$ cat src/rtl/sfcf_pkg.sv
package sfcf_pkg;
  localparam int OP_W       = 8;
  localparam int ADDR_W     = 24;
  localparam int PAGE_W     = 10;
  localparam int BYTE_W     = 9;
  localparam int PAGE_BYTES = 264;
  localparam int BLK_PAGES  = 8;
  localparam int SUB0_PAGES = 8;
  localparam int SEC_PAGES  = 128;
  localparam int SEC_W      = $clog2(2 + (1 << PAGE_W) / SEC_PAGES);
  localparam int BLK_W      = PAGE_W - $clog2(BLK_PAGES);

  typedef struct packed {
    logic [PAGE_W-1:0] page;
    logic [BYTE_W-1:0] byte_off;
    logic              oor;
    logic [SEC_W-1:0]  sector;
    logic [BLK_W-1:0]  block;
  } loc_t;
endpackage

$ cat src/rtl/sfcf_sync.sv
module sfcf_sync #(
  parameter int               STAGES  = 2,
  parameter int               WIDTH   = 1,
  parameter logic [WIDTH-1:0] RST_VAL = '0
) (
  input  logic             clk,
  input  logic             rst_n,
  input  logic [WIDTH-1:0] d,
  output logic [WIDTH-1:0] q
);
  logic [WIDTH-1:0] pipe [STAGES];

  always_ff @(posedge clk or negedge rst_n) begin
    if (!rst_n) begin
      for (int i = 0; i < STAGES; i++) pipe[i] <= RST_VAL;
    end else begin
      pipe[0] <= d;
      for (int i = 1; i < STAGES; i++) pipe[i] <= pipe[i-1];
    end
  end

  assign q = pipe[STAGES-1];
endmodule

$ cat src/rtl/sfcf_shift.sv
module sfcf_shift #(
  parameter int OP_W   = 8,
  parameter int ADDR_W = 24
) (
  input  logic              clk,
  input  logic              rst_n,
  input  logic              sck_s,
  input  logic              csn_s,
  input  logic              si_s,
  output logic              op_done,
  output logic [OP_W-1:0]   opcode,
  output logic              addr_done,
  output logic [ADDR_W-1:0] addr_word
);
  localparam int FRAME_W = OP_W + ADDR_W;
  localparam int CNT_W   = $clog2(FRAME_W + 1);

  logic              sck_d;
  logic              rise;
  logic [CNT_W-1:0]  bit_cnt;
  logic [ADDR_W-1:0] sr;
  logic [ADDR_W-1:0] shift_nx;
  logic              taking;

  assign rise     = sck_s & ~sck_d & ~csn_s;
  assign taking   = rise && (bit_cnt < CNT_W'(FRAME_W));
  assign shift_nx = {sr[ADDR_W-2:0], si_s};

  always_ff @(posedge clk or negedge rst_n) begin
    if (!rst_n) begin
      sck_d     <= 1'b0;
      bit_cnt   <= '0;
      sr        <= '0;
      op_done   <= 1'b0;
      addr_done <= 1'b0;
      opcode    <= '0;
      addr_word <= '0;
    end else begin
      sck_d     <= sck_s;
      op_done   <= 1'b0;
      addr_done <= 1'b0;
      if (csn_s) begin
        bit_cnt <= '0;
        sr      <= '0;
      end else if (taking) begin
        sr      <= shift_nx;
        bit_cnt <= bit_cnt + 1'b1;
        if (bit_cnt == CNT_W'(OP_W - 1)) begin
          op_done <= 1'b1;
          opcode  <= shift_nx[OP_W-1:0];
        end
        if (bit_cnt == CNT_W'(FRAME_W - 1)) begin
          addr_done <= 1'b1;
          addr_word <= shift_nx;
        end
      end
    end
  end

  p_op_pulse_r2: assert property (@(posedge clk) disable iff (!rst_n)
    op_done |=> !op_done);
  p_addr_pulse_r3: assert property (@(posedge clk) disable iff (!rst_n)
    addr_done |=> !addr_done);
  p_excl_r3: assert property (@(posedge clk) disable iff (!rst_n)
    !(op_done && addr_done));
  p_idle_r4: assert property (@(posedge clk) disable iff (!rst_n)
    (csn_s && $past(csn_s)) |-> (!op_done && !addr_done));
endmodule

$ cat src/rtl/sfcf_decode.sv
module sfcf_decode
  import sfcf_pkg::*;
#(
  parameter int ADDR_W = 24
) (
  input  logic              clk,
  input  logic              rst_n,
  input  logic              mode_bin,
  input  logic              valid_in,
  input  logic [ADDR_W-1:0] addr_in,
  output logic              valid,
  output loc_t              loc
);
  localparam int SEC_SH = $clog2(SEC_PAGES);
  localparam int BLK_SH = $clog2(BLK_PAGES);

  logic [PAGE_W-1:0] pg;
  logic [BYTE_W-1:0] by;
  logic              oor;
  logic [SEC_W-1:0]  sec;
  logic              unused_hi;

  assign unused_hi = ^addr_in[ADDR_W-1:BYTE_W+PAGE_W];

  always_comb begin
    if (mode_bin) begin
      pg = addr_in[BYTE_W-1 +: PAGE_W];
      by = {1'b0, addr_in[BYTE_W-2:0]};
    end else begin
      pg = addr_in[BYTE_W +: PAGE_W];
      by = addr_in[BYTE_W-1:0];
    end
    oor = !mode_bin && (by >= BYTE_W'(PAGE_BYTES));
    if (pg < PAGE_W'(SUB0_PAGES))      sec = '0;
    else if (pg < PAGE_W'(SEC_PAGES))  sec = SEC_W'(1);
    else                               sec = SEC_W'(1) + SEC_W'(pg >> SEC_SH);
  end

  always_ff @(posedge clk or negedge rst_n) begin
    if (!rst_n) begin
      valid <= 1'b0;
      loc   <= '0;
    end else begin
      valid <= valid_in;
      if (valid_in) begin
        loc.page     <= pg;
        loc.byte_off <= by;
        loc.oor      <= oor;
        loc.sector   <= sec;
        loc.block    <= pg[PAGE_W-1:BLK_SH];
      end
    end
  end

  p_bin_byte_r6: assert property (@(posedge clk) disable iff (!rst_n)
    (valid && mode_bin) |-> !loc.byte_off[BYTE_W-1]);
  p_oor_mode_r7: assert property (@(posedge clk) disable iff (!rst_n)
    (valid && mode_bin) |-> !loc.oor);
  p_sub0_r8: assert property (@(posedge clk) disable iff (!rst_n)
    (valid && loc.page < PAGE_W'(SUB0_PAGES)) |-> loc.sector == '0);
  p_block_r9: assert property (@(posedge clk) disable iff (!rst_n)
    valid |-> (loc.block == loc.page[PAGE_W-1:BLK_SH]));
endmodule

$ cat src/rtl/sflash_cmd_front.sv
module sflash_cmd_front
  import sfcf_pkg::*;
#(
  parameter int SYNC_STAGES = 2
) (
  input  logic              clk,
  input  logic              rst_n,
  input  logic              sck,
  input  logic              cs_n,
  input  logic              si,
  input  logic              mode_bin,
  output logic              op_valid,
  output logic [OP_W-1:0]   opcode,
  output logic              addr_valid,
  output logic [PAGE_W-1:0] page,
  output logic [BYTE_W-1:0] byte_off,
  output logic              byte_oor,
  output logic [SEC_W-1:0]  sector_idx,
  output logic [BLK_W-1:0]  block_idx
);
  logic              sck_s, si_s, csn_s;
  logic              addr_done;
  logic [ADDR_W-1:0] addr_word;
  loc_t              loc;

  sfcf_sync #(.STAGES(SYNC_STAGES), .WIDTH(2), .RST_VAL(2'b00)) u_sync_d (
    .clk(clk), .rst_n(rst_n), .d({sck, si}), .q({sck_s, si_s}));

  sfcf_sync #(.STAGES(SYNC_STAGES), .WIDTH(1), .RST_VAL(1'b1)) u_sync_cs (
    .clk(clk), .rst_n(rst_n), .d(cs_n), .q(csn_s));

  sfcf_shift #(.OP_W(OP_W), .ADDR_W(ADDR_W)) u_shift (
    .clk(clk), .rst_n(rst_n), .sck_s(sck_s), .csn_s(csn_s), .si_s(si_s),
    .op_done(op_valid), .opcode(opcode),
    .addr_done(addr_done), .addr_word(addr_word));

  sfcf_decode #(.ADDR_W(ADDR_W)) u_decode (
    .clk(clk), .rst_n(rst_n), .mode_bin(mode_bin), .valid_in(addr_done),
    .addr_in(addr_word), .valid(addr_valid), .loc(loc));

  assign page       = loc.page;
  assign byte_off   = loc.byte_off;
  assign byte_oor   = loc.oor;
  assign sector_idx = loc.sector;
  assign block_idx  = loc.block;
endmodule

$ cat config.mk
export PLATFORM = sky130hd
export DESIGN_NAME = sflash_cmd_front
export DESIGN_NICKNAME = d
export VERILOG_FILES = /design/src/rtl/sfcf_pkg.sv /design/src/rtl/sfcf_sync.sv /design/src/rtl/sfcf_shift.sv /design/src/rtl/sfcf_decode.sv /design/src/rtl/sflash_cmd_front.sv
export SDC_FILE = /design/constraint.sdc
export NUM_CORES = 1
export LEC_CHECK = 0
export ABC_AREA = 1
export BUFFER_PORTS_ARGS = -buffer_cell sky130_fd_sc_hd__buf_2
export CAP_MARGIN = 20
export CELL_PAD_IN_SITES_DETAIL_PLACEMENT = 0
export CELL_PAD_IN_SITES_GLOBAL_PLACEMENT = 1
export CORE_MARGIN = 2
export CORE_UTILIZATION = 44
export CTS_CLUSTER_SIZE = 8
export DETAILED_ROUTE_END_ITERATION = 8
export PLACE_DENSITY = 0.75
export REMOVE_ABC_BUFFERS = 1
export SKIP_CTS_REPAIR_TIMING = 1
export SLEW_MARGIN = 20
export SYNTH_ARGS = -nofsm -noshare
export SYNTH_HDL_FRONTEND = slang
export SYNTH_HIERARCHICAL = 1
export SYNTH_SLANG_ARGS = --single-unit
$ cat constraint.sdc
create_clock -name clk -period 1.4 [get_ports clk]
set_input_delay 0.14 -clock clk [delete_from_list [all_inputs] [get_ports clk]]
set_output_delay 0.14 -clock clk [all_outputs]
set_load 0.02 [all_outputs]
Yosys cells after proc, flatten, opt, wreduce, memory -nomap -nowiden
Cells that the tools add are included.
- $add $sub $neg: 2
- multiply operators: 0
- div/mod/pow operators: 0
- order comparisons: 4
- equality and inequality tests: 2
- shift-type cells: 0
- muxes and demuxes: 14
- bitwise logic cells: 4
- reduce and logical (&&, ||, !) cells: 6
- operators by type and width (cell ; count):
    2-to-1 mux 18 bit ; 2
    2-to-1 mux 6 bit ; 2
    less-than comparator 10 x 4 -> 1 bit (second input constant) ; 1
    less-than comparator 10 x 8 -> 1 bit (second input constant) ; 1
    2-to-1 mux 10 bit ; 1
    >= comparator 9 bit (second input constant) ; 1
    2-to-1 mux 9 bit ; 1
    2-to-1 mux 4 bit ; 2
    adder 6 x 1 -> 6 bit (second input constant) ; 1
    == test 6 x 3 -> 1 bit (second input constant) ; 1
    == test 6 x 5 -> 1 bit (second input constant) ; 1
    less-than comparator 6 bit (second input constant) ; 1
    2-to-1 mux 1 bit ; 6
    AND reduction 3 bit ; 2
    adder 1 x 3 -> 4 bit (first input constant) ; 1
    AND 1 bit ; 2
    logical AND 1 bit ; 2
    NOT 1 bit ; 2
    nonzero test 2 bit ; 1
    logical NOT 1 bit ; 1
- register bits: 92
- bits in latches: 0
- memory bits (writable): 0
- memory bits (read-only): 0
- bits of input ports: 6
- output and inout port bits: 41
- logic and storage cells: 49
- memories kept: 0

Depth between registers and ports, before layout
Gate-level depths: netlist of run 1.
- word-level depth: 6
- mapped depth: 10
- mapped depth without buffers: 10

Cells and area by module
The synthesis of run 1 kept the hierarchy.
- modules (own cells, without submodules) (module ; instances ; cells each ; area each (um^2) ; seq. area each (um^2)):
    sfcf_shift ; 1 ; 239 ; 2437.3 ; 1601.5
    sfcf_decode ; 1 ; 144 ; 1187.4 ; 625.6
    sfcf_sync at u_sync_d ; 1 ; 6 ; 115.1 ; 100.1
    sfcf_sync at u_sync_cs ; 1 ; 2 ; 52.6 ; 52.6

Least setup slack after synthesis of run 1
No wires, ideal clock.
- path kind: register to register
- start: reg u_shift.bit_cnt[0]
- end: reg u_shift.addr_word[17]
- library setup time: 121 ps
- arrival time: 1172 ps
- required time: 1279 ps
- path slack: 107 ps
- stages on the path, launching flop included: 9
- buffers on the path: 2
- period minus slack after synthesis: 1293 ps
- cell sequence: dfrtp_1 -> ha_1 -> nand3_1 -> nor2_1 -> nand2_1 -> buf_6 -> buf_6 -> nand2_1 -> o21ai_1
- longest elaborated chain between the ends: 3
- elaborated cells on any way between the ends: 4
- classes of those cells: 1 x order compare; 1 x eq/ne; 2 x reduce/logical
- RTL lines (what ; RTL line ; source):
    from (decl) ; sfcf_shift.sv:20 ; logic [CNT_W-1:0] bit_cnt;
    from (signal assigned) ; sfcf_shift.sv:47 ; bit_cnt <= bit_cnt + 1'b1;
    less-than comparator 6 bit ; sfcf_shift.sv:26 ; assign taking = rise && (bit_cnt < CNT_W'(FRAME_W));
    logical AND 1 bit ; sfcf_shift.sv:26 ;
    AND reduction 3 bit (no source line) (*) ; n/a ;
    to (signal assigned) ; sfcf_shift.sv:54 ; addr_word <= shift_nx;
    to (decl) ; sfcf_shift.sv:13 ; output logic [ADDR_W-1:0] addr_word
Every way passes the cells marked *; elsewhere a longest branch is shown, timed or not.
A chain may end at the register's enable or synchronous reset.

Worst setup path in the final report of run 1
- start: reg u_shift.bit_cnt[1]
- end: reg u_shift.addr_word[8]
The elaborated chain is that of the path after synthesis.

==> summary.md, run 1 <==
| Metric | Value |
|---|---|
| Status | finished clean |
| Drt initial violations | 128 |
| Worst-Skew Late Latency | 0.35 ns |
| CP endpoint kind | register |
| Flop pwr share | 0.557 |
| Clk buf depth | 2 |
| Layout net count | 421 |
| Final hold vios | 0 |
| Wirelength per Cell | 13.0 um |
| Die Ht | 92.5 um |
| Pwr dens | 1090 nW/um2 |
| Fraction of layout instances using a drive strength above 1 | 0.256 |
| Crit path required time | 1.64 ns |
| Reg2reg end | u_shift/addr_word[8]$_DFFE_PN0P_ |
| # diodes | 0 |
| Avg Inst Size Synth | 9.55 um2 |
| I/O pin count | 47 |
| Yosys warns | 6 |
| Final ANT Viol Nets | 0 |
| Inserted Clock Buffers | 9 |
| Setup CP Type | register to register |
| Effective utilization at floorplan | 0.451 |
| Slowest cell on crit path | dfrtp_1 |
| Post-synth design cell area | 3450 um2 |
| Sw Ratio | 0.240 |
| Max incr delay on CP | 0.38 ns |
| H-tree levels | 3 |
| Vias in the first global route | 2290 |
| Setup TNS | 0 ns |
| Post-Syn Instances | 361 |
| Hold path endpoint | u_decode/loc[25]$_DFFE_PN0P_ |
| WHS Path Cells | 3 |
| First-pass GRT wire length | 10800 um |
| HP Start | mode_bin |
| Crit path cell chain | ha_2 -> nand3_2 -> nor2_4 -> nand2_4 -> clkbuf_16 -> nand2_1 -> o21ai_1 |
| CTS clk-pin slew, worst paths | 0.09 ns |
| Clock share of power | 0.393 |
| Critical Path Source Type | register |
| Relative slew slack | 0.759 |
| CTS tree | yes |
| LEAKAGE | 2.08 nW |
| Fill cells | 720 |
| FMAX | 738 MHz |
| CP arrival | 1.60 ns |
| Maximum VDD drop | 0.494 mV |
| Setup-failing EPs final | 0 |
| Overflow after GRT | 0 |
| Final period util | 0.968 |
| GPL Wtd Cong | 0.722 |
| Worst Tran Pin Value | 0.362 ns |
| Max_cap viols | 0 |
| DRC errors left | 0 |
| Fin Clk Skew | 0.0116 ns |
| Part of the power in combinational logic | 0.050 |
| Reg2Reg Depth | 7 |
| CP max FO | 18 |
| Die area | 8560 um2 |
| Post-DP Area | 3760 um2 |
| Initial antenna violation count | 0 |
| Clock Sinks | 85 |
| Cell internal pwr | 3.43 mW |
| Most common cell after layout, fill and taps aside | nand2_1 |
| Final Critical Period | 1.36 ns |
| Largest net degree at the start of global routing | 37 |
| Initial DRT Pass Iterations | 4 |
| R2r setup slk | 0.04 ns |
| Site Rows | 32 |
| Slew Viols, Final | 0 |
| Final instance area | 4130 um2 |
| Chip Width | 92.5 um |
| Total GRT Usage | 0.163 |
| Clock Root Buffer | clkbuf_8 |
| Vias per Instance | 4.80 |
| CP startpoint | u_shift/bit_cnt[1]$_DFFE_PN0P_ |
| Critical R2R Launch | u_shift/bit_cnt[1]$_DFFE_PN0P_ |
| Commonest cells after routing, fill and taps aside | 110 x nand2_1, 83 x dfrtp_1, 45 x buf_2 |
| Net Switching | 1.08 mW |
| Total routed wirelength | 6740 um |
| P&R area growth vs syn | 19.9% |
| Core area | 7650 um2 |
| HP Class | input port to register |
| Via count | 2496 |
| Half-perimeter wire length after placement | 4390 um |
| Port bufs | 46 |
stage by stage:
step / hold WS (ns) / cells / setup slack (ns) / util / total power [mW]
2_1_floorplan: -0.156 / 336 / -0.409 / - / 2.63
3_3_place_gp: 0.0799 / 494 / 0.0881 / 0.492 / 2.76
3_5_place_dp: 0.0816 / 494 / 0.0252 / 0.492 / 2.77
4_1_cts: -0.304 / 510 / 0.00600 / 0.519 / 4.54
5_1_grt: 0.211 / 520 / -0.00733 / 0.541 / 4.71
6_report: 0.190 / 520 / 0.0449 / 0.541 / 4.51
area by class of cell:
cell class,instances,area (um2),area share
multi-input cells,219,1070,0.259
inverters,32,120,0.0291
clock buffers,9,124,0.0300
flip-flops and latches,85,2130,0.515
clock inverters,7,81.3,0.0197
repair buffers,66,482,0.117
well taps,102,128,0.0309
worst max-delay path: cells and delay by family, from the launching register on:
| kind | cells | cell delay [ns] |
|---|---|---|
| AO/OA/AOI/OAI | 1 | 0.06 |
| adder cells (fa/ha/maj) | 1 | 0.21 |
| buffers and inverters | 1 | 0.20 |
| flip-flops | 1 | 0.38 |
| AND/OR/NAND/NOR | 4 | 0.38 |
routing by layer:
layer  share of wire  GRT usage  wire, um
met1            0.47      0.223      3160
met2            0.49      0.254      3270
met3           0.027     0.0269       181
met4           0.018     0.0784       120
met5               0          0         0
flip-flops by register name (all words and copies together) (netlist names), 2 cells and up:
name and cells:
u_decode/loc 24, u_shift/addr_word 19, u_shift/sr 18, u_shift/opcode 8, u_shift/bit_cnt 6, u_sync_d/pipe 2, u_sync_d/q 2
power by group through the flow:
stage / registers, mW / clock network (mW) / logic [mW]
finish: 2.51 / 1.77 / 0.226
global route: 2.51 / 1.94 / 0.257
CTS: 2.51 / 1.82 / 0.210
detailed placement: 2.56 / 0 / 0.210
global placement: 2.56 / 0 / 0.206
floorplan: 2.56 / 0 / 0.0703
how the worst max path moves through the flow:
| stage | end | depth (start not counted) |
|---|---|---|
| after floorplan | u_shift/addr_word[0]$_DFFE_PN0P_ | 7 |
| after global placement | u_shift/addr_word[14]$_DFFE_PN0P_ | 7 |
| after detailed placement | u_shift/addr_word[6]$_DFFE_PN0P_ | 6 |
| after CTS | u_shift/addr_word[6]$_DFFE_PN0P_ | 6 |
| after global routing | u_shift/addr_word[8]$_DFFE_PN0P_ | 7 |
| final | u_shift/addr_word[8]$_DFFE_PN0P_ | 7 |
(Power assumes the default switching activity.)
==> inputs of run 2 (changes only) <==
--- a/config.mk
+++ b/config.mk
@@ -11,14 +11,13 @@
 export CELL_PAD_IN_SITES_DETAIL_PLACEMENT = 0
 export CELL_PAD_IN_SITES_GLOBAL_PLACEMENT = 1
 export CORE_MARGIN = 2
-export CORE_UTILIZATION = 44
+export CORE_UTILIZATION = 43
 export CTS_CLUSTER_SIZE = 8
 export DETAILED_ROUTE_END_ITERATION = 8
-export PLACE_DENSITY = 0.75
+export PLACE_DENSITY_LB_ADDON = 0.1
 export REMOVE_ABC_BUFFERS = 1
 export SKIP_CTS_REPAIR_TIMING = 1
 export SLEW_MARGIN = 20
 export SYNTH_ARGS = -nofsm -noshare
 export SYNTH_HDL_FRONTEND = slang
-export SYNTH_HIERARCHICAL = 1
 export SYNTH_SLANG_ARGS = --single-unit
==> run 2 against run 1 <==
Net effect:
- the flow now finishes with violations (setup timing)
- clock power about the same
- worst setup slack got worse by 0.067 ns
- combinational power decreased by 2%
- sequential power about the same
- register-to-register slack got worse by 0.07 ns
- non-clock buffer count increased by 4
- largest power group unchanged
==> summary.md, run 2 <==
| Metric | Value |
|---|---|
| Post-Syn Instances | 359 (-0.55%) |
| Hold path endpoint | u_decode.loc[23]$_DFFE_PN0P_ |
| Slew Viols, Final | 0 (unchanged) |
| Setup CP Type | register to register |
| Reg2Reg Depth | 6 (-1) |
| Site Rows | 32 (unchanged) |
| Chip Width | 92.5 um (about the same) |
| Worst Tran Pin Value | 0.454 ns (+0.0920 ns) |
| HP Class | input port to register |
| Drt initial violations | 115 (-10%) |
| Max_cap viols | 0 (unchanged) |
| Post-synth top cells | 107 x nand2_1, 83 x dfrtp_1, 46 x inv_1, 33 x o21ai_0, 19 x o22ai_1 |
| RSZ-0062 raised after global routing | true |
| Synth top area share | 0.617 |
| Max reg flops | 24 (unchanged) |
| Largest regs | u_decode.loc (24), u_shift.addr_word (19), u_shift.sr (18) |
| Clock Root Buffer | clkbuf_8 |
| Most frequent cell after synthesis | nand2_1 |
| Biggest register | u_decode.loc |
| Fraction of layout instances using a drive strength above 1 | 0.232 (-0.0238) |
| Post-synth design cell area | 3360 um2 (-2.4%) |
| Part of the power in combinational logic | 0.049 (about the same) |
| CP max FO | 10 (-8) |
| Most common cell after layout, fill and taps aside | nand2_1 |
| CTS clk-pin slew, worst paths | 0.08 ns (about the same) |
| Register area share after synthesis | 0.633 |
| FFs w/ async S/R, synth | 1.00 |
| HP Start | mode_bin |
| Final Critical Period | 1.42 ns (+0.0666 ns) |
| Critical Path Source Type | register |
| Clock share of power | 0.390 (-0.003) |
| I/O pin count | 47 (unchanged) |
| Net Switching | 981 uW (-9.3%) |
| Ys flop type | dfrtp_1 |
| Via count | 2451 (-1.8%) |
| Die area | 8550 um2 (-0.15%) |
| CTS tree | yes |
| Effective utilization at floorplan | 0.440 (-0.0110) |
| Yosys reg bits | 85 |
| Reg2reg end | u_shift.addr_word[6]$_DFFE_PN0P_ |
| Initial antenna violation count | 0 (unchanged) |
| Worst-Skew Late Latency | 0.35 ns (about the same) |
| DRC errors left | 0 (unchanged) |
| Layout net count | 426 (+1.2%) |
| Number of synthesized flops with an enable pin | 0 |
| CP arrival | 1.65 ns (+0.05 ns) |
| Critical R2R Launch | u_shift.bit_cnt[1]$_DFFE_PN0P_ |
| Synth area leaders | dfrtp_1 62%, nand2_1 12%, inv_1 5.1% |
| Sw Ratio | 0.219 (-0.0205) |
| Total routed wirelength | 6280 um (-6.8%) |
| R2r setup slk | -0.02 ns (-0.07 ns) |
| Port bufs | 46 (unchanged) |
| Failing checks | setup timing |
| Cell taking the most area after synthesis | dfrtp_1 |
| First-pass GRT wire length | 10500 um (-2.4%) |
| WHS Path Cells | 3 (unchanged) |
| Pwr dens | 1090 nW/um2 (-0.23%) |
| Largest net degree at the start of global routing | 86 (+130%) |
| Fill cells | 760 (+5.6%) |
| Maximum VDD drop | 0.510 mV (+3.3%) |
| FMAX | 703 MHz (-4.7%) |
| Fin Clk Skew | 0.00772 ns (-0.00384 ns) |
| Initial DRT Pass Iterations | 5 (+1) |
| Finished Layout Cells | 524 (+0.77%) |
| Wirelength per Cell | 12.0 um (-7.5%) |
| Cell internal pwr | 3.49 mW (+1.8%) |
| Commonest cells after routing, fill and taps aside | 99 x nand2_1, 83 x dfrtp_1, 46 x inv_1 |
| Final period util | 1.02 (+0.0476) |
| Flop pwr share | 0.560 (+0.003) |
| Clk buf depth | 2 (unchanged) |
| # diodes | 0 (unchanged) |
| Vias in the first global route | 2340 (+2.2%) |
| H-tree levels | 3 (unchanged) |
| Final hold vios | 0 (unchanged) |
| Synth unique cells | 22 |
| Die Ht | 92.5 um (about the same) |
| Status | finished, violations left |
| Power, Total | 4.47 mW (-0.84%) |
| Final ANT Viol Nets | 0 (unchanged) |
| LEAKAGE | 2.01 nW (-3.3%) |
| CP endpoint kind | register |
| Worst Setup Slack, final | -0.0217 ns (-0.0666 ns) |
| Setup-failing EPs final | 8 (+8) |
| Yosys warns | 0 (-6) |
| Clock Sinks | 85 (unchanged) |
| Core area | 7650 um2 (unchanged) |
| Half-perimeter wire length after placement | 3980 um (-9.3%) |
| P&R area growth vs syn | 22.1% |
| Total GRT Usage | 0.155 (-0.00731) |
| Relative slew slack | 0.697 (-0.0613) |
| Avg Inst Size Synth | 9.37 um2 (-1.9%) |
| Core Util, Final | 0.537 (-0.00327) |
| Inst Count DP | 497 (+0.61%) |
| Crit path required time | 1.63 ns (about the same) |
| Final hold slack | 0.240 ns (+0.0495 ns) |
| Setup TNS | -0.0680 ns (-0.0680 ns) |
| GPL Wtd Cong | 0.803 (+11%) |
| Vias per Instance | 4.68 (-2.6%) |
| Inserted Clock Buffers | 9 (unchanged) |
| Overflow after GRT | 0 (unchanged) |
run 2: area by class of cell:
| cell class | instances | area, um2 | share of cell area |
|---|---|---|---|
| inverter | 47 | 176 | 0.0429 |
| clock inverter | 3 | 45.0 | 0.0110 |
| timing repair buffer | 70 | 507 | 0.123 |
| multi-input combinational | 205 | 968 | 0.236 |
| tap | 102 | 128 | 0.0311 |
| sequential | 85 | 2130 | 0.518 |
| clock buffer | 12 | 155 | 0.0378 |
run 2: routing by layer:
metal  global-route usage  vias up  wire [um]
met5                    0        -          0
met4               0.0746        0        125
met3               0.0277        9        207
met2                0.244       39       2780
met1                0.210     1155       3170
li1                     -     1248          -
run 2: kinds of logic after synthesis:
kind of cell | Yosys count | share of synthesized area
flip-flops | 85 | 0.633
AO/OA/AOI/OAI | 66 | 0.105
buffers and inverters | 69 | 0.0930
AND/OR/NAND/NOR | 137 | 0.161
adder cells (fa/ha/maj) | 2 | 0.00744
run 2: how the worst max path moves through the flow:
stage / depth (start not counted) / endpoint / slack (ns) / startpoint
2_1_floorplan: 4 / u_shift.addr_word[0]$_DFFE_PN0P_ / -0.43 / u_sync_cs.q$_DFF_PN1_
3_3_place_gp: 6 / u_shift.addr_word[18]$_DFFE_PN0P_ / 0.08 / u_shift.bit_cnt[1]$_DFFE_PN0P_
3_5_place_dp: 6 / u_shift.addr_word[3]$_DFFE_PN0P_ / 0.006 / u_shift.bit_cnt[1]$_DFFE_PN0P_
4_1_cts: 6 / u_shift.addr_word[3]$_DFFE_PN0P_ / 0.0007 / u_shift.bit_cnt[1]$_DFFE_PN0P_
5_1_grt: 6 / u_shift.addr_word[9]$_DFFE_PN0P_ / -0.1 / u_shift.bit_cnt[1]$_DFFE_PN0P_
6_report: 6 / u_shift.addr_word[6]$_DFFE_PN0P_ / -0.02 / u_shift.bit_cnt[1]$_DFFE_PN0P_
run 2: critical path, cell delays in order (launching register included):
cell       delay [ns]
dfrtp_1          0.38
ha_2             0.20
nand4_1          0.12
or2_4            0.31
clkbuf_16        0.18
nand2_1          0.06
o21ai_0          0.07
run 2: per-stage QoR:
step | setup slack (ns) | area (um2)
after detailed placement | 0.00630 | 3720
final | -0.0217 | 4110
after floorplan | -0.430 | 3230
after global placement | 0.0770 | 3720
after CTS | 0.000692 | 3920
after global routing | -0.0971 | 4110
run 2: power groups by stage:
stage | registers, mW | clock network, mW | logic, mW
after floorplan | 2.55 | 0 | 0.0802
after global placement | 2.55 | 0 | 0.206
after detailed placement | 2.55 | 0 | 0.205
after CTS | 2.50 | 1.80 | 0.205
after global routing | 2.51 | 1.90 | 0.255
final | 2.50 | 1.74 | 0.221
